--- config.mk ---
export PLATFORM = sky130hd
export DESIGN_NAME = pic_cmd_decoder
export DESIGN_NICKNAME = d
export VERILOG_FILES = /design/src/rtl/pic_cmd_pkg.sv /design/src/rtl/pic_cmd_ctrl.sv /design/src/rtl/pic_cmd_regs.sv /design/src/rtl/pic_cmd_decoder.sv
export SDC_FILE = /design/constraint.sdc
export NUM_CORES = 1
export LEC_CHECK = 0
export BUFFER_PORTS_ARGS = -buffer_cell sky130_fd_sc_hd__buf_2
export CORE_UTILIZATION = 43
export CTS_CLUSTER_SIZE = 28
export DETAILED_ROUTE_END_ITERATION = 8
export PLACE_DENSITY = 0.84
export SKIP_LAST_GASP = 1
export SYNTH_ARGS = -nofsm -noshare
export SYNTH_HDL_FRONTEND = slang
export SYNTH_HIERARCHICAL = 1
export SYNTH_SLANG_ARGS = --single-unit
export TNS_END_PERCENT = 1
--- constraint.sdc ---
create_clock -name clk -period 1.35 [get_ports clk]
set_input_delay 0.135 -clock clk [delete_from_list [all_inputs] [get_ports clk]]
set_output_delay 0.135 -clock clk [all_outputs]
set_load 0.01 [all_outputs]
--- src/rtl/pic_cmd_pkg.sv ---
package pic_cmd_pkg;

  typedef enum logic [2:0] {
    ST_UNINIT = 3'd0,
    ST_WORD2  = 3'd1,
    ST_WORD3  = 3'd2,
    ST_WORD4  = 3'd3,
    ST_READY  = 3'd4
  } seqState_t;

  typedef struct packed {
    logic ldStart;
    logic ldVector;
    logic ldCascade;
    logic ldMode;
    logic ldMask;
    logic doEoi;
    logic doMisc;
  } cmdStrobe_t;

endpackage

--- src/rtl/pic_cmd_ctrl.sv ---
module pic_cmd_ctrl
  import pic_cmd_pkg::*;
#(
  parameter int ADDR_W = 16,
  parameter logic [ADDR_W-1:0] BASE_ADDR = 16'h0020
) (
  input  logic              clk,
  input  logic              rstN,
  input  logic              wrEn,
  input  logic [ADDR_W-1:0] wrAddr,
  input  logic              selBit4,
  input  logic              selBit3,
  output cmdStrobe_t        strobe,
  output logic              initBusy
);
  localparam logic [ADDR_W-1:0] DATA_PORT = BASE_ADDR + 1'b1;

  seqState_t state, stateNext;
  logic hitCmd, hitData;

  assign hitCmd  = wrEn && (wrAddr == BASE_ADDR);
  assign hitData = wrEn && (wrAddr == DATA_PORT);

  always_comb begin
    stateNext = state;
    strobe    = '0;
    if (hitCmd && selBit4) begin
      strobe.ldStart = 1'b1;
      stateNext      = ST_WORD2;
    end else begin
      unique case (state)
        ST_WORD2: if (hitData) begin strobe.ldVector  = 1'b1; stateNext = ST_WORD3; end
        ST_WORD3: if (hitData) begin strobe.ldCascade = 1'b1; stateNext = ST_WORD4; end
        ST_WORD4: if (hitData) begin strobe.ldMode    = 1'b1; stateNext = ST_READY; end
        ST_READY: begin
          strobe.ldMask = hitData;
          strobe.doEoi  = hitCmd && !selBit3;
          strobe.doMisc = hitCmd && selBit3;
        end
        default: ;
      endcase
    end
  end

  always_ff @(posedge clk or negedge rstN) begin
    if (!rstN) state <= ST_UNINIT;
    else       state <= stateNext;
  end

  assign initBusy = (state != ST_READY);
endmodule

--- src/rtl/pic_cmd_regs.sv ---
module pic_cmd_regs
  import pic_cmd_pkg::*;
#(
  parameter int DATA_W = 8
) (
  input  logic              clk,
  input  logic              rstN,
  input  cmdStrobe_t        strobe,
  input  logic [DATA_W-1:0] wrData,
  output logic              singleMode,
  output logic [4:0]        vectorBase,
  output logic [DATA_W-1:0] cascadeMap,
  output logic [4:0]        modeWord,
  output logic [DATA_W-1:0] irqMask,
  output logic              readIsr,
  output logic              specialMask,
  output logic              ocw2Valid,
  output logic [2:0]        ocw2Cmd,
  output logic [2:0]        ocw2Level,
  output logic              pollReq
);
  always_ff @(posedge clk or negedge rstN) begin
    if (!rstN) begin
      singleMode  <= 1'b0;
      vectorBase  <= '0;
      cascadeMap  <= '0;
      modeWord    <= '0;
      irqMask     <= '0;
      readIsr     <= 1'b0;
      specialMask <= 1'b0;
      ocw2Valid   <= 1'b0;
      ocw2Cmd     <= '0;
      ocw2Level   <= '0;
      pollReq     <= 1'b0;
    end else begin
      ocw2Valid <= strobe.doEoi;
      pollReq   <= strobe.doMisc && wrData[2];
      if (strobe.ldStart) begin
        singleMode  <= wrData[1];
        irqMask     <= '0;
        readIsr     <= 1'b0;
        specialMask <= 1'b0;
      end
      if (strobe.ldVector)  vectorBase <= wrData[7:3];
      if (strobe.ldCascade) cascadeMap <= wrData;
      if (strobe.ldMode)    modeWord   <= wrData[4:0];
      if (strobe.ldMask)    irqMask    <= wrData;
      if (strobe.doEoi) begin
        ocw2Cmd   <= wrData[7:5];
        ocw2Level <= wrData[2:0];
      end
      if (strobe.doMisc) begin
        if (wrData[1]) readIsr     <= wrData[0];
        if (wrData[6]) specialMask <= wrData[5];
      end
    end
  end
endmodule

--- src/rtl/pic_cmd_decoder.sv ---
module pic_cmd_decoder
  import pic_cmd_pkg::*;
#(
  parameter int ADDR_W = 16,
  parameter logic [ADDR_W-1:0] BASE_ADDR = 16'h0020
) (
  input  logic              clk,
  input  logic              rstN,
  input  logic              wrEn,
  input  logic [ADDR_W-1:0] wrAddr,
  input  logic [7:0]        wrData,
  output logic              initBusy,
  output logic              singleMode,
  output logic [4:0]        vectorBase,
  output logic [7:0]        cascadeMap,
  output logic [4:0]        modeWord,
  output logic [7:0]        irqMask,
  output logic              readIsr,
  output logic              specialMask,
  output logic              ocw2Valid,
  output logic [2:0]        ocw2Cmd,
  output logic [2:0]        ocw2Level,
  output logic              pollReq
);
  cmdStrobe_t strobe;

  pic_cmd_ctrl #(.ADDR_W(ADDR_W), .BASE_ADDR(BASE_ADDR)) ctrl_i (
    .clk(clk), .rstN(rstN), .wrEn(wrEn), .wrAddr(wrAddr),
    .selBit4(wrData[4]), .selBit3(wrData[3]),
    .strobe(strobe), .initBusy(initBusy)
  );

  pic_cmd_regs #(.DATA_W(8)) regs_i (
    .clk(clk), .rstN(rstN), .strobe(strobe), .wrData(wrData),
    .singleMode(singleMode), .vectorBase(vectorBase), .cascadeMap(cascadeMap),
    .modeWord(modeWord), .irqMask(irqMask), .readIsr(readIsr),
    .specialMask(specialMask), .ocw2Valid(ocw2Valid), .ocw2Cmd(ocw2Cmd),
    .ocw2Level(ocw2Level), .pollReq(pollReq)
  );
endmodule

==> impl_metrics.py <==
metrics = {
    "detailed_routing": {
        "wl_per_cell_um": 15.3,
        "drc": 0,
        "viasPerCell": 5.16,
        "vias": 1341,
        "ant_nets": 0,
        "dr.pass1.iters": 4,
        "drt_wl_total_um": 3970,
        "drtIter0Drc": 61,
    },
    "cts": {
        "cts_tree": "built",
        "cts_sinks": 40,
        "clkTransAtPathRegs_ns": 0.07,
        "clkLatencyLatePin_ns": 0.29,
        "cts_max_path_buffers": 2,
        "h-tree-depth": 2,
        "tritoncts.num_buffers": 5,
        "cts-root-buf": "clkbuf_8",
    },
    "floorplan": {
        "die_area_um2": 4180,
        "rows": 22,
        "die_x_um": 64.7,
        "ioPinCount": 65,
        "die_y_um": 64.7,
        "initial_core_util_pct": 45.5,
        "coreArea_um2": 3720,
    },
    "timing": {
        "worst_slack_ns": -0.0772,
        "maxSlewHeadroom_pct": 69.1,
        "hold_slack_ns": 0.125,
        "final-setup-viol-count": 17,
        "fin_crit_ns": 1.43,
        "final-max-slew-violation-count": 0,
        "finalHoldViolations": 0,
        "rsz0062_at_grt": "true",
        "clock_skew_ns": 0.00352,
        "fin_crit_sh_pct": 106,
        "fmax_mhz": 701,
        "worst_slew_pin_slew_ns": 0.463,
    },
    "global_route": {
        "grt_usage_pct": 21.7,
        "antenna_found_initial": 0,
        "grt_pass1_vias": 1396,
        "grt_max_degree": 23,
        "grt_first_pass_wirelength_um": 6710,
        "grt_overflow": 0,
    },
    "power": {
        "p_leak_nw": 1.35,
        "p_per_area_nw_per_um2": 946,
        "power.total_mw": 2.33,
        "max-vdd-ir-drop_mv": 0.447,
    },
    "logic_synthesis": {
        "ys_types": 28,
        "syn_area_per_cell_um2": 14.0,
        "synthArstFlopShare_pct": 100,
        "syn_inst": 121,
        "ys_ff_latch": 40,
        "syn_area_um2": 1690,
        "synth_warnings": 6,
        "synth.net_count": 148,
        "synth_area_leaders": "dfrtp_1 59%, mux2_2 15%, a22o_1 3.6%",
        "synth-edff-count": 0,
        "yosysTopAreaCell": "dfrtp_1",
        "synthFlopType": "dfrtp_1",
        "seq_area_frac_synth_pct": 59.3,
        "netlist.area_leader.share_pct": 59.3,
    },
    "worst_setup_path": {
        "critPathLaunchType": "flop",
        "cp.required_ns": 1.53,
        "cp_data_arrival_time_ns": 1.61,
        "setup.worst_path.end_class": "flop",
        "worstSetupPathType": "flop to flop",
        "crit_path_max_fanout": 7,
        "worst-r2r-setup-slack_ns": -0.08,
    },
    "outcome": {
        "violations": "setup timing",
        "status": "complete, but fails checks",
    },
    "hold_path": {
        "hold_path.class": "primary input to flop",
    },
    "placed_design": {
        "io_buffers": 64,
        "dp_hpwl_um": 2860,
        "placed_area_um2": 2250,
        "dp_worst_setup_slack_ns": -0.424,
        "gp_congestion": 0.885,
    },
    "job": {
        "maxCapViolations": 0,
    },
    "layout": {
        "multi_input_area_um2": 736,
        "area_growth_syn_to_layout_pct": 45.7,
        "diodes": 0,
        "drive_above_1_share_pct": 64.2,
        "regArea_um2": 1000,
        "final_nets": 238,
        "final_util_pct": 66.2,
        "nFillCells": 272,
        "design_area_um2": 2460,
    },
}
==> worst max-delay path, stage by stage, from the launching register on <==
cell,delay (ns)
dfrtp_2,0.44
nor2_2,0.12
nand4_1,0.13
nor2_1,0.16
buf_6,0.17
mux2_4,0.31
==> cells in the final DEF (no fill, tap or decap), types with 2 or more instances in the layout <==
| cell type | instances |
|---|---|
| buf_2 | 59 |
| dfrtp_1 | 39 |
| buf_4 | 19 |
| mux2_4 | 13 |
| mux2_2 | 13 |
| buf_6 | 8 |
| a22o_1 | 7 |
| clkbuf_8 | 6 |
| nand4_1 | 4 |
| nor2_1 | 4 |
| nor2_2 | 3 |
| nand2_1 | 3 |
| nand3_1 | 3 |
| o21ai_0 | 3 |
| inv_1 | 2 |
| nor4_4 | 2 |
| nor4b_4 | 2 |
| nor2b_1 | 2 |
==> metrics by stage <==
| step | setup TNS, ns | instances |
|---|---|---|
| final | -0.636 | 260 |
| after global routing | -2.85 | 260 |
| after CTS | -0.312 | 260 |
| after detailed placement | -12.51 | 248 |
| after global placement | -11.56 | 248 |
| after floorplan | -4.89 | 121 |
==> final timing paths <==
path	endpoint	from	depth (start not counted)
max	regs_i/ocw2Level[2]	ctrl_i/state[0]	5
min	regs_i/ocw2Cmd[2]	wrData[7]	2
max reg2reg	regs_i/ocw2Level[2]	ctrl_i/state[0]	5
min reg2reg	regs_i/irqMask[7]	regs_i/irqMask[7]	1
max in group asynchronous	regs_i/irqMask[5]	rstN	3
min in group asynchronous	regs_i/pollReq	rstN	2
==> cell usage after synthesis, drive strengths merged, types with 2 or more instances <==
| cell | number |
|---|---|
| dfrtp | 40 |
| mux2 | 27 |
| a22o | 8 |
| nor2 | 8 |
| nand2 | 5 |
| buf | 4 |
| nand4 | 4 |
| inv | 3 |
| nand3 | 3 |
| o21ai | 3 |
| nand2b | 2 |
| nor2b | 2 |
| nor3 | 2 |
| nor4 | 2 |
| nor4b | 2 |
==> power by group <==
part / total [mW] / internal [mW] / switching, mW
Combinational: 0.271 / 0.127 / 0.145
Sequential: 1.24 / 1.22 / 0.0209
Clock: 0.817 / 0.415 / 0.402
==> state kept, by name, summed over array words and instances, names as in the netlist, 3 cells and up <==
signal             count
ctrl_i/state           3
regs_i/cascadeMap      8
regs_i/irqMask         8
regs_i/modeWord        5
regs_i/ocw2Cmd         3
regs_i/ocw2Level       3
regs_i/vectorBase      5
==> layout make-up <==
class / count / area share [%]
clock buffer: 7 / 3.51
timing repair buffer: 88 / 22.7
sequential: 40 / 40.7
multi-input combinational: 73 / 29.9
tap: 48 / 2.44
clock inverter: 1 / 0.305
inverter: 3 / 0.458
==> cell families (layout without fill, tap and decap cells) <==
kind of cell | after synthesis | count (layout) | synth area share [%]
and+or+nand+nor | 32 | 32 | 12.4
AOI/OAI and AO/OA | 14 | 14 | 6.37
DFF | 40 | 40 | 59.3
buffers and inverters | 8 | 99 | 3.33
muxes | 27 | 27 | 18.7
==> routing by layer <==
layer	vias to the layer above	track usage, %	routed length, um
met5	-	0	0
met4	0	14.7	104
met3	7	4.75	190
met2	47	34.2	1860
met1	667	26.5	1810
li1	620	-	-
==> repair_timing <==
action / 4_1_cts / 5_1_grt
setup buffers: 3 / 0
hold buffers: 1 / 0
resized for setup: 21 / 1
hold endpoints to repair: 18 / 0
pin swaps: 10 / 0
setup endpoints to repair: 34 / 34
Note: power is estimated with default switching activity, not from simulation.
